[src/rtl/coal_pkg.sv]
// Shared constants for the interrupt coalescing controller.
// Assumes word addressing on a 2-bit register port.
package coal_pkg;
    localparam int CNT_W     = 9;   // threshold / pending count width
    localparam int TMO_W     = 16;  // timer value width
    localparam int EN_BIT    = 16;  // enable bit position in count and timeout words
    localparam int PEND_LSB  = 16;  // pending count position in status word

    localparam logic [1:0] A_CTRL   = 2'd0;
    localparam logic [1:0] A_COUNT  = 2'd1;
    localparam logic [1:0] A_TIMEOUT= 2'd2;
    localparam logic [1:0] A_STATUS = 2'd3;
endpackage

[src/rtl/coal_regs.sv]
// Register file for the coalescing controller.
// Holds global enable, count config and timeout config; produces the
// write-one-to-clear pulse and the combinational read mux.
// Assumes one write per cycle and a synchronous active-low reset.
module coal_regs
    import coal_pkg::*;
#(
    parameter int DATA_W = 32
) (
    input  logic              clk,
    input  logic              rst_n,
    input  logic              wr,
    input  logic [1:0]        waddr,
    input  logic [DATA_W-1:0] wdata,
    input  logic [1:0]        raddr,
    output logic [DATA_W-1:0] rdata,
    input  logic              done,
    input  logic [CNT_W-1:0]  pend,
    output logic              gie,
    output logic              coal_en,
    output logic [CNT_W-1:0]  thresh,
    output logic              tmr_en,
    output logic [TMO_W-1:0]  tmo_val,
    output logic              clr
);
    // Configuration registers updated by software writes.
    always_ff @(posedge clk) begin
        if (!rst_n) begin
            gie     <= 1'b0;
            coal_en <= 1'b0;
            thresh  <= '0;
            tmr_en  <= 1'b0;
            tmo_val <= '0;
        end else if (wr) begin
            case (waddr)
                A_CTRL:    gie <= wdata[0];
                A_COUNT: begin
                    coal_en <= wdata[EN_BIT];
                    thresh  <= wdata[CNT_W-1:0];
                end
                A_TIMEOUT: begin
                    tmr_en  <= wdata[EN_BIT];
                    tmo_val <= wdata[TMO_W-1:0];
                end
                default: ;
            endcase
        end
    end

    // Write-one-to-clear pulse for the status bit.
    assign clr = wr && (waddr == A_STATUS) && wdata[0];

    // Combinational read mux.
    always_comb begin
        rdata = '0;
        case (raddr)
            A_CTRL:    rdata[0] = gie;
            A_COUNT: begin
                rdata[EN_BIT]      = coal_en;
                rdata[CNT_W-1:0]   = thresh;
            end
            A_TIMEOUT: begin
                rdata[EN_BIT]      = tmr_en;
                rdata[TMO_W-1:0]   = tmo_val;
            end
            default: begin
                rdata[0]                       = done;
                rdata[PEND_LSB+CNT_W-1:PEND_LSB] = pend;
            end
        endcase
    end


    gie_write_chk: assert property (@(posedge clk) disable iff (!rst_n)
        (wr && waddr == A_CTRL && !wdata[0]) |=> !gie);
endmodule

[src/rtl/coal_engine.sv]
// Counting and timing engine. Accumulates completions, runs the timeout
// timer from the first pending completion and sets a sticky status bit.
// Assumes at most one completion per cycle; a clear and a completion on
// the same edge count the completion afresh.
module coal_engine
    import coal_pkg::*;
(
    input  logic             clk,
    input  logic             rst_n,
    input  logic             evt,
    input  logic             clr,
    input  logic             coal_en,
    input  logic [CNT_W-1:0] thresh,
    input  logic             tmr_en,
    input  logic [TMO_W-1:0] tmo_val,
    output logic             done,
    output logic [CNT_W-1:0] pend
);
    logic             active, tmr_on;
    logic             done_b, done_n;
    logic [CNT_W-1:0] pend_b, pend_n;
    logic [TMO_W-1:0] tmr, tmr_b, tmr_n;
    logic [TMO_W:0]   tmr_inc;

    assign active  = coal_en && (thresh != '0);
    assign tmr_on  = tmr_en && (tmo_val != '0);

    // Next-state selection: clear first, then count, then timer.
    always_comb begin
        done_b  = clr ? 1'b0 : done;
        pend_b  = clr ? '0   : pend;
        tmr_b   = clr ? '0   : tmr;
        tmr_inc = {1'b0, tmr_b} + 1'b1;
        done_n  = done_b;
        pend_n  = pend_b;
        tmr_n   = tmr_b;
        if (!active) begin
            if (evt) done_n = 1'b1;
            pend_n = '0;
            tmr_n  = '0;
        end else if (!done_b) begin
            if (evt) pend_n = pend_b + 1'b1;
            if (evt && pend_n >= thresh) begin
                done_n = 1'b1;
            end else if (tmr_on && pend_b != '0) begin
                if (tmr_inc >= {1'b0, tmo_val}) done_n = 1'b1;
                else                            tmr_n  = tmr_inc[TMO_W-1:0];
            end
        end
    end

    // State registers.
    always_ff @(posedge clk) begin
        if (!rst_n) begin
            done <= 1'b0;
            pend <= '0;
            tmr  <= '0;
        end else begin
            done <= done_n;
            pend <= pend_n;
            tmr  <= tmr_n;
        end
    end


    done_hold_chk: assert property (@(posedge clk) disable iff (!rst_n)
        (done && !clr) |=> done);

    clr_reset_chk: assert property (@(posedge clk) disable iff (!rst_n)
        (clr && !evt) |=> (!done && pend == '0));

    bypass_chk: assert property (@(posedge clk) disable iff (!rst_n)
        (!active && evt) |=> done);

    count_fire_chk: assert property (@(posedge clk) disable iff (!rst_n)
        (active && !done && !clr && evt && ({1'b0, pend} + 1'b1 >= {1'b0, thresh})) |=> done);
endmodule

[src/rtl/coal_irq_ctrl.sv]
// Top of the interrupt coalescing controller: register file, engine and
// the global interrupt gate. Synchronous active-low reset.
module coal_irq_ctrl
    import coal_pkg::*;
#(
    parameter int DATA_W = 32
) (
    input  logic              clk,
    input  logic              rst_n,
    input  logic              cmpl_evt,
    input  logic              reg_wr,
    input  logic [1:0]        reg_waddr,
    input  logic [DATA_W-1:0] reg_wdata,
    input  logic [1:0]        reg_raddr,
    output logic [DATA_W-1:0] reg_rdata,
    output logic              irq_o
);
    logic             gie, coal_en, tmr_en, clr, done;
    logic [CNT_W-1:0] thresh, pend;
    logic [TMO_W-1:0] tmo_val;

    coal_regs #(.DATA_W(DATA_W)) u_regs (
        .clk(clk), .rst_n(rst_n), .wr(reg_wr), .waddr(reg_waddr),
        .wdata(reg_wdata), .raddr(reg_raddr), .rdata(reg_rdata),
        .done(done), .pend(pend), .gie(gie), .coal_en(coal_en),
        .thresh(thresh), .tmr_en(tmr_en), .tmo_val(tmo_val), .clr(clr)
    );

    coal_engine u_eng (
        .clk(clk), .rst_n(rst_n), .evt(cmpl_evt), .clr(clr),
        .coal_en(coal_en), .thresh(thresh), .tmr_en(tmr_en),
        .tmo_val(tmo_val), .done(done), .pend(pend)
    );

    // Global gate: interrupt only while enabled.
    assign irq_o = done && gie;
endmodule

[config.mk]
export PLATFORM = sky130hd
export DESIGN_NAME = coal_irq_ctrl
export DESIGN_NICKNAME = d
export VERILOG_FILES = /design/src/rtl/coal_pkg.sv /design/src/rtl/coal_regs.sv /design/src/rtl/coal_engine.sv /design/src/rtl/coal_irq_ctrl.sv
export SDC_FILE = /design/constraint.sdc
export NUM_CORES = 1
export LEC_CHECK = 0
export CELL_PAD_IN_SITES_DETAIL_PLACEMENT = 0
export CELL_PAD_IN_SITES_GLOBAL_PLACEMENT = 1
export CORE_UTILIZATION = 47
export DETAILED_ROUTE_END_ITERATION = 8
export DONT_BUFFER_PORTS = 1
export PLACE_DENSITY_LB_ADDON = 0.1
export SYNTH_ARGS = -nofsm -noshare
export SYNTH_HDL_FRONTEND = slang
export SYNTH_HIERARCHICAL = 1
export SYNTH_SLANG_ARGS = --single-unit
[constraint.sdc]
create_clock -name clk -period 5.7 [get_ports clk]
set_input_delay 1.14 -clock clk [delete_from_list [all_inputs] [get_ports clk]]
set_output_delay 1.14 -clock clk [all_outputs]
set_load 0.03 [all_outputs]
==> summary.md <==
The flow ran to the end, and the final reports show no timing, DRC or antenna violations. Leaving out fill and tap cells, the most frequent cell in the layout is sky130_fd_sc_hd__nand2_1. The synthesized netlist devotes 5.255% of its cell area to XOR and XNOR gates. The count of endpoints failing setup in the final report was 0; the area used by sequential logic in the layout was 0.001081 sq mm. The critical path data required time came out at 5950 ps. The run gives 781 as the total of fill cells in the finished design. For the number of levels the H-tree was split into, the log shows 2. The worst setup path is captured at a flip-flop. The run gives 0 as the initial antenna violation count. Once the floorplan was initialized, standard cells occupied 49.10% of the core.

The share of post-route cells with drive strength above 1 was 3.571%; the share of the synthesized area in the top cell type was 28.20%. For this design the static power due to leakage is 1.556 nW. Largest fanout of any net on the critical path: 21. The clock power share is 34.7%, and the total number of placement rows is 32. In the finished design, the share of the clock period the worst path needs comes to 85.65%. The run gives 310 ps as the clock network latency to the later pin of the worst-skew pair. The tool flagged a number of max-cap violations equal to 0.

Among all flip-flop cells after synthesis, the most frequent one is sky130_fd_sc_hd__dfxtp_1. In this design, the critical path's most frequently occurring cell is sky130_fd_sc_hd__ha_1. Remaining max-slew budget at the tightest pin: 26.83%. The via count of the first global-routing pass is 3017.

The mean post-synth cell area is 7.840 sq um, and the combinational share of power is 11.1%. The smallest clock period supported by the final layout is computed as 4882 ps. The cell type contributing the most total cell area after synthesis was sky130_fd_sc_hd__dfxtp_1. Port buffering added 0 buffers. The CTS sink count was 54; the power dissipated by switching net loads was 0.1902 mW. The core region is 0.007807 sq mm.

For this design the ratio of total power to cell area is 184.9 mW/mm^2. For flop-to-flop paths, the worst setup slack is 1610 ps. The count of routing violations after the opening detailed-route iteration is 171. The logs give 28.20% for the share of the yosys chip area belonging to registers and 0 ps for the final setup TNS.

Ranked by total cell area, the synthesized netlist is headed by sky130_fd_sc_hd__dfxtp_1, sky130_fd_sc_hd__ha_1, sky130_fd_sc_hd__nand2_1. Setup repair after global routing left no endpoint under its margin. Excluding fillers, the count of instances in the completed layout stands at 578. By area, the combinational part of the netlist is dominated by simple AND/OR/NAND/NOR gates. Counting flops and latches in the post-synthesis netlist gives 54. The total number of vias was 3206. Kind of launch point of the worst setup path: an input port. The ratio of routed vias to standard cells came out at 5.547. CTS placed an instance of sky130_fd_sc_hd__clkbuf_8 at the clock tree root. For the pin with the worst max-slew slack, the measured transition is 1098 ps.

For the number of buffers created by CTS, the log shows 5. Detailed placement HPWL: 6.628 mm. Combined area of the multi-input logic cells: 0.002467 sq mm. The final-report hold violation count is 0, and the summed area of non-filler cells in the final layout is 0.003933 sq mm.

The logs give 54 for the number of different library cells in the post-synthesis netlist and 0 for the count of unresolved DRC violations after routing. After Yosys synthesis, and, or, nand and nor cells account for 27.28% of the synthesized area. Internal power comes to 0.5370 mW.

The slowest cell on the critical path was sky130_fd_sc_hd__or4_1. The worst hold path belongs to the class reg -> reg. In this run, placement finished with an instance count of 570.

The floorplan step defined a die boundary enclosing 0.008522 sq mm. The utilization after layout was 50.37%. Data arrives at the worst endpoint at 5140 ps.

In the layout the commonest cells are sky130_fd_sc_hd__nand2_1, sky130_fd_sc_hd__dfxtp_1, sky130_fd_sc_hd__inv_1. The number of enable flip-flop cells after synthesis is 0. The tools report the maximum clock skew at final layout as 11.64 ps. On the worst path, the slowest cell contributes a delay of 510 ps. The run gives 21.42% as the aggregate global-route resource usage. The mux cell area share after synthesis came out at 7.572%.

The count of nets left with antenna violations once routing finished came out at 0. Synthesis warning total: 6. Measured along the x axis, the die boundary spans 92.32 um. The final layout contains routed wiring with a total length of 8.896 mm. The tools report the standard cell area after detailed placement as 0.003822 sq mm. In this design, the largest share of critical-path delay is due to simple AND/OR/NAND/NOR gates.

The total inserted antenna cells was 0. After clock tree synthesis, the clock-pin slew on the worst setup and hold paths is 110 ps. In this run the vertical extent of the chip is 92.32 um.

Summing the areas of all compound-gate instances in the mapped netlist gives 13.12% of the synthesized area. After detailed routing, the average wire length per cell comes to 15.39 um. The length of the first detailed-routing pass in iterations is 4, and the worst-case clock buffer depth is 2.

The tools report the synthesized instance count as 489. TritonCTS built the clock tree. For the worst ir drop on vdd, the log shows 0.0001113 V. Of the total power, registers draw 54.2%. Net switching is 26.15% of the power.

During I/O placement, the number of pins put on the boundary was 73. The final count of pins violating max slew is 0, and the final global-route overflow total is 0. The tools report the post-cts hold buffer count as 0.

The critical path goes through and4_2 > nor2b_1 > ha_1 > nand3_1 > nor3_1 > xor2_1 > ha_1 > and2_0 > a221o_1 > a221oi_2 > o221a_4 > nand4_4 > or4_1 > a21oi_1. Together, buffers and inverters on the worst path number 0. Adder and majority gate portion of the synthesized area: 10.44%. The run gives 0 as the post-CTS setup repair buffer count. Timing would allow up to 204.8 MHz.

The run gives 14.48 mm as the global-route wire length before repair. Entering global routing, the biggest net connects 48 pins. The critical path in this run is classified as in -> reg. The routability-driven placement congestion ratio is 0.8411. After the last flow step, the layout net total stands at 547. From synthesis to final layout, the design area changed by 2.578%.

The number of cells upsized or downsized after cts is 0, and the netlist area before placement is 0.003834 sq mm. In the synthesized netlist the async set-or-reset flop fraction comes to 0%.
==> metrics by stage <==
step	total power [mW]	hold WS [ps]	setup slack, ps
2_1_floorplan	0.4762	440.7	788.3
3_3_place_gp	0.4822	452.6	474.7
3_5_place_dp	0.4836	468.2	437.8
4_1_cts	0.7341	482.2	753.1
5_1_grt	0.7593	517.3	424.2
6_report	0.7272	478.0	818.1
==> worst reg2reg max path, cell delays in order, from the launching register on <==
cell and delay [ps]:
sky130_fd_sc_hd__dfxtp_1 380, sky130_fd_sc_hd__nor2b_1 280, sky130_fd_sc_hd__ha_1 270, sky130_fd_sc_hd__nand3_1 240, sky130_fd_sc_hd__nor3_1 420, sky130_fd_sc_hd__xor2_1 260
sky130_fd_sc_hd__ha_1 280, sky130_fd_sc_hd__and2_0 150, sky130_fd_sc_hd__a221o_1 300, sky130_fd_sc_hd__a221oi_2 270, sky130_fd_sc_hd__o221a_4 260, sky130_fd_sc_hd__nand4_4 260
sky130_fd_sc_hd__or4_1 510, sky130_fd_sc_hd__a21oi_1 150
==> flip-flops by register name (all words and copies together), names as in the netlist <==
name            flops
u_eng/done          1
u_eng/pend          9
u_eng/tmr          16
u_regs/coal_en      1
u_regs/gie          1
u_regs/thresh       9
u_regs/tmo_val     16
u_regs/tmr_en       1
==> power groups by stage <==
stage / clock network, mW / registers (mW) / logic [mW]
floorplan: 0 / 0.399 / 0.0773
global placement: 0 / 0.403 / 0.0794
detailed placement: 0 / 0.403 / 0.0806
CTS: 0.259 / 0.394 / 0.0809
global route: 0.275 / 0.396 / 0.0889
finish: 0.252 / 0.394 / 0.0804
==> per-layer routing <==
metal  part of all wire, %  global-route usage [%]  vias up
met2                    49                   37.04       58
li1                      -                       -     1630
met1                    46                   27.78     1509
met4                   1.2                   5.859        0
met3                   3.7                   2.874        9
met5                     0                       0        -
==> area by class of cell <==
cell class,count,share of cell area (%)
multi-input combinational,377,62.74
sequential,54,27.49
inverter,35,3.341
tap,102,3.245
clock buffer,8,2.800
timing repair buffer,2,0.3818
==> Yosys cell counts, types with 6 or more instances <==
master,n
sky130_fd_sc_hd__nand2b_1,8
sky130_fd_sc_hd__o21ai_0,17
sky130_fd_sc_hd__xnor2_1,12
sky130_fd_sc_hd__nor4_1,7
sky130_fd_sc_hd__and2_1,17
sky130_fd_sc_hd__nand4_1,7
sky130_fd_sc_hd__nor3_1,6
sky130_fd_sc_hd__ha_1,32
sky130_fd_sc_hd__nor2_1,29
sky130_fd_sc_hd__buf_4,7
sky130_fd_sc_hd__inv_1,35
sky130_fd_sc_hd__nand3_1,13
sky130_fd_sc_hd__a21oi_1,24
sky130_fd_sc_hd__nand2_1,82
sky130_fd_sc_hd__nor2b_1,18
sky130_fd_sc_hd__dfxtp_1,54
sky130_fd_sc_hd__xor2_1,11
sky130_fd_sc_hd__clkbuf_1,9
sky130_fd_sc_hd__a22oi_1,9
sky130_fd_sc_hd__mux2i_1,29
sky130_fd_sc_hd__buf_2,8
sky130_fd_sc_hd__or3_1,9
==> cells by family after synthesis <==
family / after synthesis
AOI/OAI and AO/OA: 76
xor gates and xnor gates: 23
adders and majority gates: 32
buffers and inverters: 64
DFF: 54
muxes: 29
other: 1
and+or+nand+nor: 210
==> path summary, 6_finish.rpt <==
kind	cells past startpoint	startpoint	endpoint
setup / recovery	14	reg_wr	u_eng/tmr[15]
hold / removal	2	u_eng/pend[1]	u_eng/pend[1]
setup reg to reg	13	u_eng/tmr[0]	u_eng/tmr[15]
hold reg to reg	2	u_eng/pend[1]	u_eng/pend[1]
No activity file was read; power rests on OpenSTA's default activity.
